$ cat config.mk
export PLATFORM = sky130hd
export DESIGN_NAME = pipeBufStatus
export DESIGN_NICKNAME = d
export VERILOG_FILES = /design/src/rtl/pipeBufStatusPkg.sv /design/src/rtl/pipeBufCtl.sv /design/src/rtl/pipeBufData.sv /design/src/rtl/pipeBufStatus.sv
export SDC_FILE = /design/constraint.sdc
export NUM_CORES = 1
export LEC_CHECK = 0
export CAP_MARGIN = 10
export CORE_AREA = 2 2 39 41
export CTS_CLUSTER_SIZE = 12
export DETAILED_ROUTE_END_ITERATION = 12
export DIE_AREA = 0 0 41 43
export GPL_TIMING_DRIVEN = 0
export PLACE_DENSITY = 0.69
export SLEW_MARGIN = 20
export SYNTH_ARGS = -nofsm -noshare
export SYNTH_HDL_FRONTEND = slang
export SYNTH_SLANG_ARGS = --single-unit
$ cat constraint.sdc
create_clock -name clk -period 1.12 [get_ports clk]
set_input_delay 0.168 -clock clk [delete_from_list [all_inputs] [get_ports clk]]
set_output_delay 0.168 -clock clk [all_outputs]
set_load 0.01 [all_outputs]
$ cat src/rtl/pipeBufStatusPkg.sv
package pipeBufStatusPkg;
  localparam int SIDES = 2;
  localparam int PTR_W = (SIDES > 1) ? $clog2(SIDES) : 1;

  typedef struct packed {
    logic cpuSet;
    logic cpuClr;
    logic cpuAdv;
    logic usbSet;
    logic usbClr;
    logic usbAdv;
  } sideStrobes_t;
endpackage

$ cat src/rtl/pipeBufCtl.sv
module pipeBufCtl
  import pipeBufStatusPkg::*;
(
  input  logic         dirTx,
  input  logic         dblBuf,
  input  logic         bufReadyMode,
  input  logic         autoClrMode,
  input  logic         cpuWrDone,
  input  logic         cpuRdDone,
  input  logic         usbTxDone,
  input  logic         usbRxDone,
  input  logic         swClear,
  input  logic         cpuSideFull,
  input  logic         usbSideFull,
  input  logic         anyFull,
  output sideStrobes_t strobes,
  output logic         accessOk,
  output logic         txBufMon,
  output logic         modeErr
);
  logic legal;
  logic holdAfterRead;

  always_comb begin
    legal = dirTx ? (!bufReadyMode && !autoClrMode) : !(bufReadyMode && autoClrMode);
    holdAfterRead = !dirTx && bufReadyMode;
    strobes = '0;
    if (dirTx) begin
      strobes.cpuSet = cpuWrDone && !cpuSideFull;
      strobes.cpuAdv = strobes.cpuSet && dblBuf;
      strobes.cpuClr = swClear;
      strobes.usbClr = usbTxDone && usbSideFull;
      strobes.usbAdv = strobes.usbClr && dblBuf;
    end else begin
      strobes.usbSet = usbRxDone && !usbSideFull;
      strobes.usbAdv = strobes.usbSet && dblBuf;
      strobes.cpuClr = (swClear || (cpuRdDone && !holdAfterRead)) && cpuSideFull;
      strobes.cpuAdv = strobes.cpuClr && dblBuf;
    end
  end

  assign modeErr  = !legal;
  assign accessOk = legal && (dirTx ? !cpuSideFull : cpuSideFull);
  assign txBufMon = legal && (dirTx ? anyFull : cpuSideFull);
endmodule

$ cat src/rtl/pipeBufData.sv
module pipeBufData
  import pipeBufStatusPkg::*;
(
  input  logic         clk,
  input  logic         rstN,
  input  sideStrobes_t strobes,
  output logic         cpuSideFull,
  output logic         usbSideFull,
  output logic         anyFull
);
  logic [PTR_W-1:0] cpuPtr;
  logic [PTR_W-1:0] usbPtr;
  logic [SIDES-1:0] sideFull;

  function automatic logic [PTR_W-1:0] nextSide(input logic [PTR_W-1:0] p);
    nextSide = (int'(p) == SIDES - 1) ? '0 : p + 1'b1;
  endfunction

  always_ff @(posedge clk) begin
    if (!rstN) begin
      cpuPtr <= '0;
      usbPtr <= '0;
    end else begin
      if (strobes.cpuAdv) cpuPtr <= nextSide(cpuPtr);
      if (strobes.usbAdv) usbPtr <= nextSide(usbPtr);
    end
  end

  for (genvar s = 0; s < SIDES; s++) begin : gSide
    logic setHere;
    logic clrHere;
    assign setHere = (strobes.cpuSet && int'(cpuPtr) == s) || (strobes.usbSet && int'(usbPtr) == s);
    assign clrHere = (strobes.cpuClr && int'(cpuPtr) == s) || (strobes.usbClr && int'(usbPtr) == s);
    always_ff @(posedge clk) begin
      if (!rstN) sideFull[s] <= 1'b0;
      else if (setHere) sideFull[s] <= 1'b1;
      else if (clrHere) sideFull[s] <= 1'b0;
    end
  end

  assign cpuSideFull = sideFull[cpuPtr];
  assign usbSideFull = sideFull[usbPtr];
  assign anyFull     = |sideFull;
endmodule

$ cat src/rtl/pipeBufStatus.sv
module pipeBufStatus
  import pipeBufStatusPkg::*;
(
  input  logic clk,
  input  logic rstN,
  input  logic dirTx,
  input  logic dblBuf,
  input  logic bufReadyMode,
  input  logic autoClrMode,
  input  logic cpuWrDone,
  input  logic cpuRdDone,
  input  logic usbTxDone,
  input  logic usbRxDone,
  input  logic swClear,
  output logic accessOk,
  output logic txBufMon,
  output logic modeErr
);
  sideStrobes_t strobes;
  logic cpuSideFull;
  logic usbSideFull;
  logic anyFull;

  pipeBufCtl uCtl (
    .dirTx(dirTx), .dblBuf(dblBuf), .bufReadyMode(bufReadyMode), .autoClrMode(autoClrMode),
    .cpuWrDone(cpuWrDone), .cpuRdDone(cpuRdDone), .usbTxDone(usbTxDone), .usbRxDone(usbRxDone),
    .swClear(swClear), .cpuSideFull(cpuSideFull), .usbSideFull(usbSideFull), .anyFull(anyFull),
    .strobes(strobes), .accessOk(accessOk), .txBufMon(txBufMon), .modeErr(modeErr)
  );

  pipeBufData uData (
    .clk(clk), .rstN(rstN), .strobes(strobes),
    .cpuSideFull(cpuSideFull), .usbSideFull(usbSideFull), .anyFull(anyFull)
  );
endmodule

; Word-level counts from Yosys, hierarchy flattened
; Index checks and enable logic that the tools add are counted.
[classes]
add_sub_neg = 2
n_lt_le_gt_ge = 2
mux = 18
n_bitwise = 2
reduce_logical = 38
[ops]
columns = operator, count
row1 = 1-bit logical AND, 22
row2 = 1-bit two-way mux, 17
row3 = 1-bit logical NOT, 8
row4 = 1-bit logical OR, 5
row5 = 1-bit by 2-bit less-than comparator with 1-bit output (second input constant), 2
row6 = 2-bit nonzero test, 2
row7 = 1-bit adder (second input constant), 2
row8 = 2-bit two-way mux, 1
row9 = 1-bit inverter, 2
row10 = 2-bit OR reduction, 1
[word_totals]
regBits = 4
output_inout_bits = 3

; Depth between registers and ports, before layout
; Gate-level depths: netlist of the first run.
[depth]
depth_word = 12
mapped_depth = 6
ltp_nobuf = 4

; Cells and area by module
; Synthesis of the first run repeated with hierarchy kept, for this count alone.
[hier_totals]
cells_unflattened = 40
area_unflattened_um2 = 332.8
[modules_own_cells]
columns = module, instances, cells_per_inst, area_per_inst_um2
row1 = pipeBufData, 1, 24, 207.7
row2 = pipeBufCtl, 1, 16, 125.1

; Worst setup path after synthesis of the first run
; OpenSTA, ideal clock, no wires.
[synth_path]
kind = input to output
startpoint = in dirTx
endpoint = out txBufMon
arrival_ns = 0.979
slack_ns = -0.027
stages = 3
path_cell_list = buf_2 -> maj3_2 -> nor3_1
[synth_via]
elab_chain_len = 2
elab_cells_between_ends = 3
cone_classes = mux: 2 / reduce/logical: 1
[synth_rtl]
columns = item, line
row1 = from (decl), pipeBufStatus.sv:6  ; input logic dirTx,
row2 = 1-bit two-way mux (on tied branches), "pipeBufCtl.sv:25, pipeBufCtl.sv:44"
row3 = 1-bit logical AND *, pipeBufCtl.sv:44  ; assign txBufMon = legal && (dirTx ? anyFull : cpuSideFull);
row4 = to (decl), pipeBufStatus.sv:16  ; output logic txBufMon,
; Every way passes the cells marked *; elsewhere a longest branch is shown, timed or not.

; Worst setup path in the final report of the first run
[layout_path]
startpoint = reg uData.cpuPtr
endpoint = out accessOk
[layout_via]
elab_chain_len = 5
[layout_rtl]
columns = item, line
row1 = from (decl), pipeBufData.sv:11  ; logic [PTR_W-1:0] cpuPtr;
row2 = from (signal assigned), pipeBufData.sv:24  ; if (strobes.cpuAdv) cpuPtr <= nextSide(cpuPtr);
row3 = 1-bit two-way mux (implied by the code) * (2 in series), pipeBufData.sv:41  ; assign cpuSideFull = sideFull[cpuPtr];
row4 = 1-bit logical NOT, pipeBufCtl.sv:43  ; assign accessOk = legal && (dirTx ? !cpuSideFull : cpuSideFull);
row5 = 1-bit two-way mux *, pipeBufCtl.sv:43
row6 = 1-bit logical AND *, pipeBufCtl.sv:43
row7 = to (decl), pipeBufStatus.sv:15  ; output logic accessOk,
; Every way passes the cells marked *; elsewhere a longest branch is shown, timed or not. The select of a mux whose other input is x is not followed.

==> results of run 1 <==
-- cell usage in the layout, fill, tap and decap left out, drive strengths merged, types with 2 or more instances in the layout --
master,synthesis,routed
dlygate4sd2,0,3
o21ai,3,3
dfxtp,4,4
nor3,2,2
buf,5,10
nand4,2,2
a31oi,2,2
nand2,5,5
clkbuf,0,3
o22ai,3,3
nor3b,2,2
o2bb2ai,2,2
clkdlybuf4s50,0,5
nand4b,2,2
nand3b,2,2
-- power groups by stage --
stage / registers [mW] / logic [mW] / clock network, mW
3_3_place_gp: 0.188 / 0.264 / 0
4_1_cts: 0.192 / 0.264 / 0.194
2_1_floorplan: 0.183 / 0.184 / 0
3_5_place_dp: 0.189 / 0.271 / 0
6_report: 0.186 / 0.304 / 0.189
5_1_grt: 0.188 / 0.333 / 0.197
-- Yosys cell counts, drive strengths merged, types with 2 or more instances --
library cell	instances	area (um^2)
a31oi	2	12.51
buf	5	36.28
dfxtp	4	80.08
nand2	5	21.27
nand3b	2	15.01
nand4	2	12.51
nand4b	2	17.52
nor3	2	10.01
nor3b	2	20.02
o21ai	3	15.01
o22ai	3	25.02
o2bb2ai	2	30.03
-- cells by family after synthesis --
kind of cell,Yosys count,synth area share
adder cells (fa/ha/maj),1,0.02686
flip-flops,4,0.1911
AO/OA/AOI/OAI,15,0.2925
buffers and inverters,6,0.09550
AND/OR/NAND/NOR,22,0.3373
XOR/XNOR,1,0.02090
multiplexers,1,0.03581
-- per-stage QoR --
| stage | power [mW] | worst slack (ns) | TNS, ns | utilization | area [um^2] |
|---|---|---|---|---|---|
| 2_1_floorplan | 0.3671 | -0.01355 | -0.01355 | - | 424.2 |
| 5_1_grt | 0.7187 | -0.3356 | -1.457 | 0.4421 | 611.8 |
| 3_3_place_gp | 0.4521 | -0.7283 | -2.782 | 0.4005 | 554.3 |
| 6_report | 0.6782 | -0.2526 | -1.100 | 0.4421 | 611.8 |
| 3_5_place_dp | 0.4596 | -0.7409 | -2.892 | 0.4005 | 554.3 |
| 4_1_cts | 0.6505 | -0.2769 | -0.9212 | 0.4195 | 580.6 |
-- per-layer routing --
metal / GRT usage / vias to the layer above / share of wire
li1: - / 229 / -
met1: 0.1917 / 209 / 0.46
met2: 0.1938 / 7 / 0.51
met3: 0 / 2 / 0.015
met4: 0.08000 / 0 / 0.0084
met5: 0 / - / 0
-- final cells by class --
| cell class | instances | area (um^2) | area share |
|---|---|---|---|
| Multi-Input combinational cell | 40 | 319.1 | 0.5215 |
| Timing Repair Buffer | 15 | 132.6 | 0.2168 |
| Sequential cell | 4 | 88.84 | 0.1452 |
| Buffer | 4 | 25.02 | 0.04090 |
| Clock buffer | 3 | 22.52 | 0.03681 |
| Tap cell | 16 | 20.02 | 0.03272 |
| Inverter | 1 | 3.754 | 0.006135 |
-- sequential cells by signal, summed over array words and instances, names as in the netlist --
register	cells
uData.cpuPtr	1
uData.sideFull	2
uData.usbPtr	1
-- timing repair --
action                     CTS  global route
setup buffers                2             2
setup endpoints to repair    6             7
pin swaps                    5             4
resized for setup           16             5
-- final timing paths --
path | from | endpoint | slack [ns]
min | rstN | uData.sideFull[0] | 0.22
min reg2reg | uData.usbPtr | uData.usbPtr | 0.59
max reg2reg | uData.cpuPtr | uData.sideFull[1] | -0.19
max | uData.cpuPtr | accessOk | -0.25
==> results.py, run 1 <==
metrics = {
    "run_status": {
        "outcome": "finished, violations left",
        "failed_checks": "setup timing",
    },
    "final_layout": {
        "drive_above_1_share": 0.3731,
        "instances_no_fill": 83,
        "fillers": 139,
        "nets": 80,
        "area_delta_synth_final_pct": 45.97,
        "antenna_cells": 0,
    },
    "setup_path": {
        "cp-end-kind": "output pin",
        "r2r_cells": 6,
        "cp_slowest_cell": "dfxtp_2",
        "crit_family": "flip-flops",
        "cp.required_ns": 0.95,
        "cp_data_arrival_time_ns": 1.20,
        "path_class": "flip-flop to output pin",
        "critPathMaxStageDelay_ns": 0.32,
        "cp-start-kind": "flip-flop",
        "path_buf_inv": 1,
        "path_cells": "mux2_4 -> xnor2_1 -> nor2_1 -> buf_2",
        "critPathMaxFanout": 2,
        "critical_path_depth": 4,
    },
    "placement": {
        "port_buffers": 11,
        "hpwlAfterDp_um": 776.7,
        "placed_cells": 77,
        "place_congestion": 0.7989,
    },
    "synth": {
        "ys_ff_latch": 4,
        "synth_nets": 61,
        "synthArstFlopShare": 0,
        "synth_edf_count": 0,
        "mappedNetlistArea_um2": 419.2,
        "avgSynthCellArea_um2": 8.383,
        "synthDistinctLibCells": 33,
        "synthesis.instances": 50,
        "ys_seq_area_frac": 0.1910,
        "synth_warnings": 0,
        "synth-main-ff-cell": "dfxtp_1",
    },
    "timing": {
        "drv_slew": 0,
        "relSlewSlack": 0.8111,
        "max_freq_ghz": 0.7286,
        "rsz0062_at_grt": "true",
        "layout_setup_ws_ns": -0.2526,
        "fin_crit_sh": 1.225,
        "skew_ns": 0.001614,
        "finalHoldViolations": 0,
        "worst-slew-pin-transition_ns": 0.2794,
        "timing.hold.ws_ns": 0.2165,
        "setup_viol": 5,
        "fin_crit_ns": 1.373,
    },
    "clock_network": {
        "cts_root_buf": "clkbuf_4",
        "clk_path_buf_depth": 2,
        "cts_hold_buffers": 0,
        "cts_buffers": 3,
        "cts_tree": "yes",
        "clk_pin_slew_ns": 0.04,
        "cts_sinks": 4,
        "h-tree-depth": 1,
        "clock_latency_ns": 0.24,
    },
    "global_routing": {
        "grt_pass1_vias": 374,
        "antenna_found_initial": 0,
        "grt_max_degree": 11,
        "overflow": 0,
        "grt_pass1_wl_um": 1642,
        "grt.total_usage": 0.1343,
    },
    "floorplan": {
        "die_x_um": 41,
        "initial_core_util": 0.3029,
        "die_h_um": 43,
        "core-area_mm2": 0.001384,
        "ioPinCount": 14,
        "die-area_mm2": 0.001763,
        "rows": 14,
    },
    "pwr": {
        "p_sw_mw": 0.2273,
        "leakage_nw": 0.2514,
        "peakVddDrop_uv": 419.1,
        "power_switching_share": 0.3351,
        "p_clk_frac": 0.278,
        "seqPwrFrac": 0.274,
        "p_comb_frac": 0.448,
        "p_int_mw": 0.4509,
        "power.density_mw_per_mm2": 1109,
    },
    "route": {
        "drt_iter0_drc": 7,
        "routed_wl_um": 1073,
        "postRouteAntennaNets": 0,
        "drc": 0,
        "dr.pass1.iters": 4,
        "wl_per_cell_um": 12.93,
        "via_per_inst": 5.386,
        "num_vias": 447,
    },
    "min_path": {
        "hp-class": "input pin to flip-flop",
        "hold_depth": 2,
    },
    "job": {
        "max_cap_violations": 0,
    },
}
Power figures use the tool's default switching activity.
==> run 2, diff against run 1 <==
- CAP_MARGIN: 10 -> not set
- CTS_BUF_LIST: not set -> sky130_fd_sc_hd__clkbuf_8
- GPL_TIMING_DRIVEN: 0 -> not set
==> run 2 against run 1 <==
Compared with the run above: the run still ends with setup timing left; maximum frequency up 0.35%; first-iteration DRC count up 43%; critical path depth unchanged; register-to-register slack worse by 0.06 ns; flip-flop and latch count unchanged; utilization rose by 6.6 points; cell count increased by 9.6%; design area rose by 15%; largest power group unchanged.
==> results.py, run 2 (synthesis gave the netlist of run 1 again) <==
metrics = {
    "run_status": {
        "outcome": "finished, violations left",
        "failed_checks": "setup timing",
    },
    "floorplan": {
        "die_h_um": 43,
        "die_x_um": 41,
        "initial_core_util": 0.3029,
        "ioPinCount": 14,
        "die-area_mm2": 0.001763,
        "rows": 14,
        "core-area_mm2": 0.001384,
    },
    "final_layout": {
        "area_delta_synth_final_pct": 67.76,
        "layout_common_cells": "13 x buf_4, 5 x clkdlybuf4s50_1, 4 x nand2_1, 4 x dlygate4sd2_1",
        "antenna_cells": 0,
        "largest_register_ffs": 2,
        "drive_above_1_share": 0.4267,
        "final_common_cell": "buf_4",
        "instances_no_fill": 91,
        "nets": 88,
        "final_area_um2": 703.2,
        "regMostFlops": "uData.sideFull",
        "top_regs": "uData.sideFull (2), uData.cpuPtr (1), uData.usbPtr (1)",
        "post-route-util": 0.5081,
    },
    "job": {
        "max_cap_violations": 0,
    },
    "route": {
        "dr.pass1.iters": 3,
        "wl_per_cell_um": 12.31,
        "num_vias": 477,
        "postRouteAntennaNets": 0,
        "via_per_inst": 5.242,
        "routed_wl_um": 1120,
        "drc": 0,
        "drt_iter0_drc": 10,
    },
    "clock_network": {
        "cts_hold_buffers": 0,
        "clk_path_buf_depth": 2,
        "clk_pin_slew_ns": 0.03,
        "cts_sinks": 4,
        "h-tree-depth": 1,
        "cts_tree": "yes",
        "clock_latency_ns": 0.22,
        "cts_buffers": 3,
        "cts_root_buf": "clkbuf_8",
    },
    "setup_path": {
        "cp.required_ns": 0.95,
        "cp_data_arrival_time_ns": 1.20,
        "cp-start-kind": "flip-flop",
        "path_class": "flip-flop to output pin",
        "critPathMaxFanout": 2,
        "cp-end-kind": "output pin",
    },
    "global_routing": {
        "antenna_found_initial": 0,
        "grt.total_usage": 0.1552,
        "grt_pass1_vias": 435,
        "grt_max_degree": 13,
        "overflow": 0,
        "grt_pass1_wl_um": 1835,
    },
    "timing": {
        "timing.hold.ws_ns": 0.5026,
        "layout_setup_ws_ns": -0.2477,
        "rsz0062_at_grt": "true",
        "max_freq_ghz": 0.7311,
        "fin_crit_ns": 1.368,
        "skew_ns": 0.002019,
        "tns_ns": -0.9670,
        "setup_viol": 5,
        "finalHoldViolations": 0,
        "drv_slew": 0,
        "worst-slew-pin-transition_ns": 0.2483,
        "relSlewSlack": 0.8321,
        "fin_crit_sh": 1.221,
    },
    "pwr": {
        "leakage_nw": 0.3147,
        "peakVddDrop_uv": 489.4,
        "power.density_mw_per_mm2": 1193,
    },
    "placement": {
        "port_buffers": 13,
        "place_congestion": 0.8251,
        "placed_cells": 87,
        "hpwlAfterDp_um": 884.7,
        "placed_area_um2": 635.6,
    },
    "min_path": {
        "hp-class": "input pin to flip-flop",
    },
}
-- run 2: power breakdown --
| part | internal [mW] | total, mW | switching [mW] |
|---|---|---|---|
| logic | 0.198 | 0.358 | 0.160 |
| clock network | 0.229 | 0.300 | 0.0713 |
| registers | 0.166 | 0.180 | 0.0144 |
| total | 0.593 | 0.839 | 0.246 |
-- run 2: through the flow --
step / worst slack (ns) / total power, mW
6_report: -0.2477 / 0.8389
5_1_grt: -0.3250 / 0.8912
4_1_cts: -0.2717 / 0.8306
3_5_place_dp: -0.7329 / 0.5165
3_3_place_gp: -0.7272 / 0.5047
2_1_floorplan: -0.01355 / 0.3671
-- run 2: final timing paths --
check | slack, ns | cells past startpoint | to | from
min reg2reg | 0.57 | 2 | uData.usbPtr | uData.usbPtr
max reg2reg | -0.25 | 6 | uData.sideFull[1] | uData.cpuPtr
max | -0.25 | 4 | accessOk | uData.cpuPtr
min | 0.50 | 4 | uData.usbPtr | dblBuf
-- run 2: layout make-up --
cell class / count / area (um^2)
fill: 138 / 680.7
timing repair buffer: 27 / 229.0
multi-input combinational: 40 / 327.8
tap: 16 / 20.02
sequential: 4 / 81.33
inverter: 1 / 3.754
clock buffer: 3 / 41.29
-- run 2: metal layers --
| metal | track usage | vias up | wire (um) |
|---|---|---|---|
| met5 | 0 | - | 0 |
| met4 | 0.08000 | 0 | 10 |
| met3 | 0.03141 | 2 | 27 |
| met2 | 0.2438 | 7 | 575 |
| met1 | 0.1879 | 225 | 507 |
| li1 | - | 243 | - |
-- run 2: timing repair --
action | in CTS | in global routing
gates resized for setup | 15 | 5
cloned | 0 | 0
endpoints found under the setup margin | 7 | 7
buffers inserted | 1 | 1
endpoints found under the hold margin | 0 | 0
pin swaps | 4 | 5
-- run 2: critical path, stage by stage, from the launching register on --
cell     delay [ns]
dfxtp_2        0.33
mux2_4         0.32
xnor2_2        0.13
nor2_1         0.08
buf_2          0.13
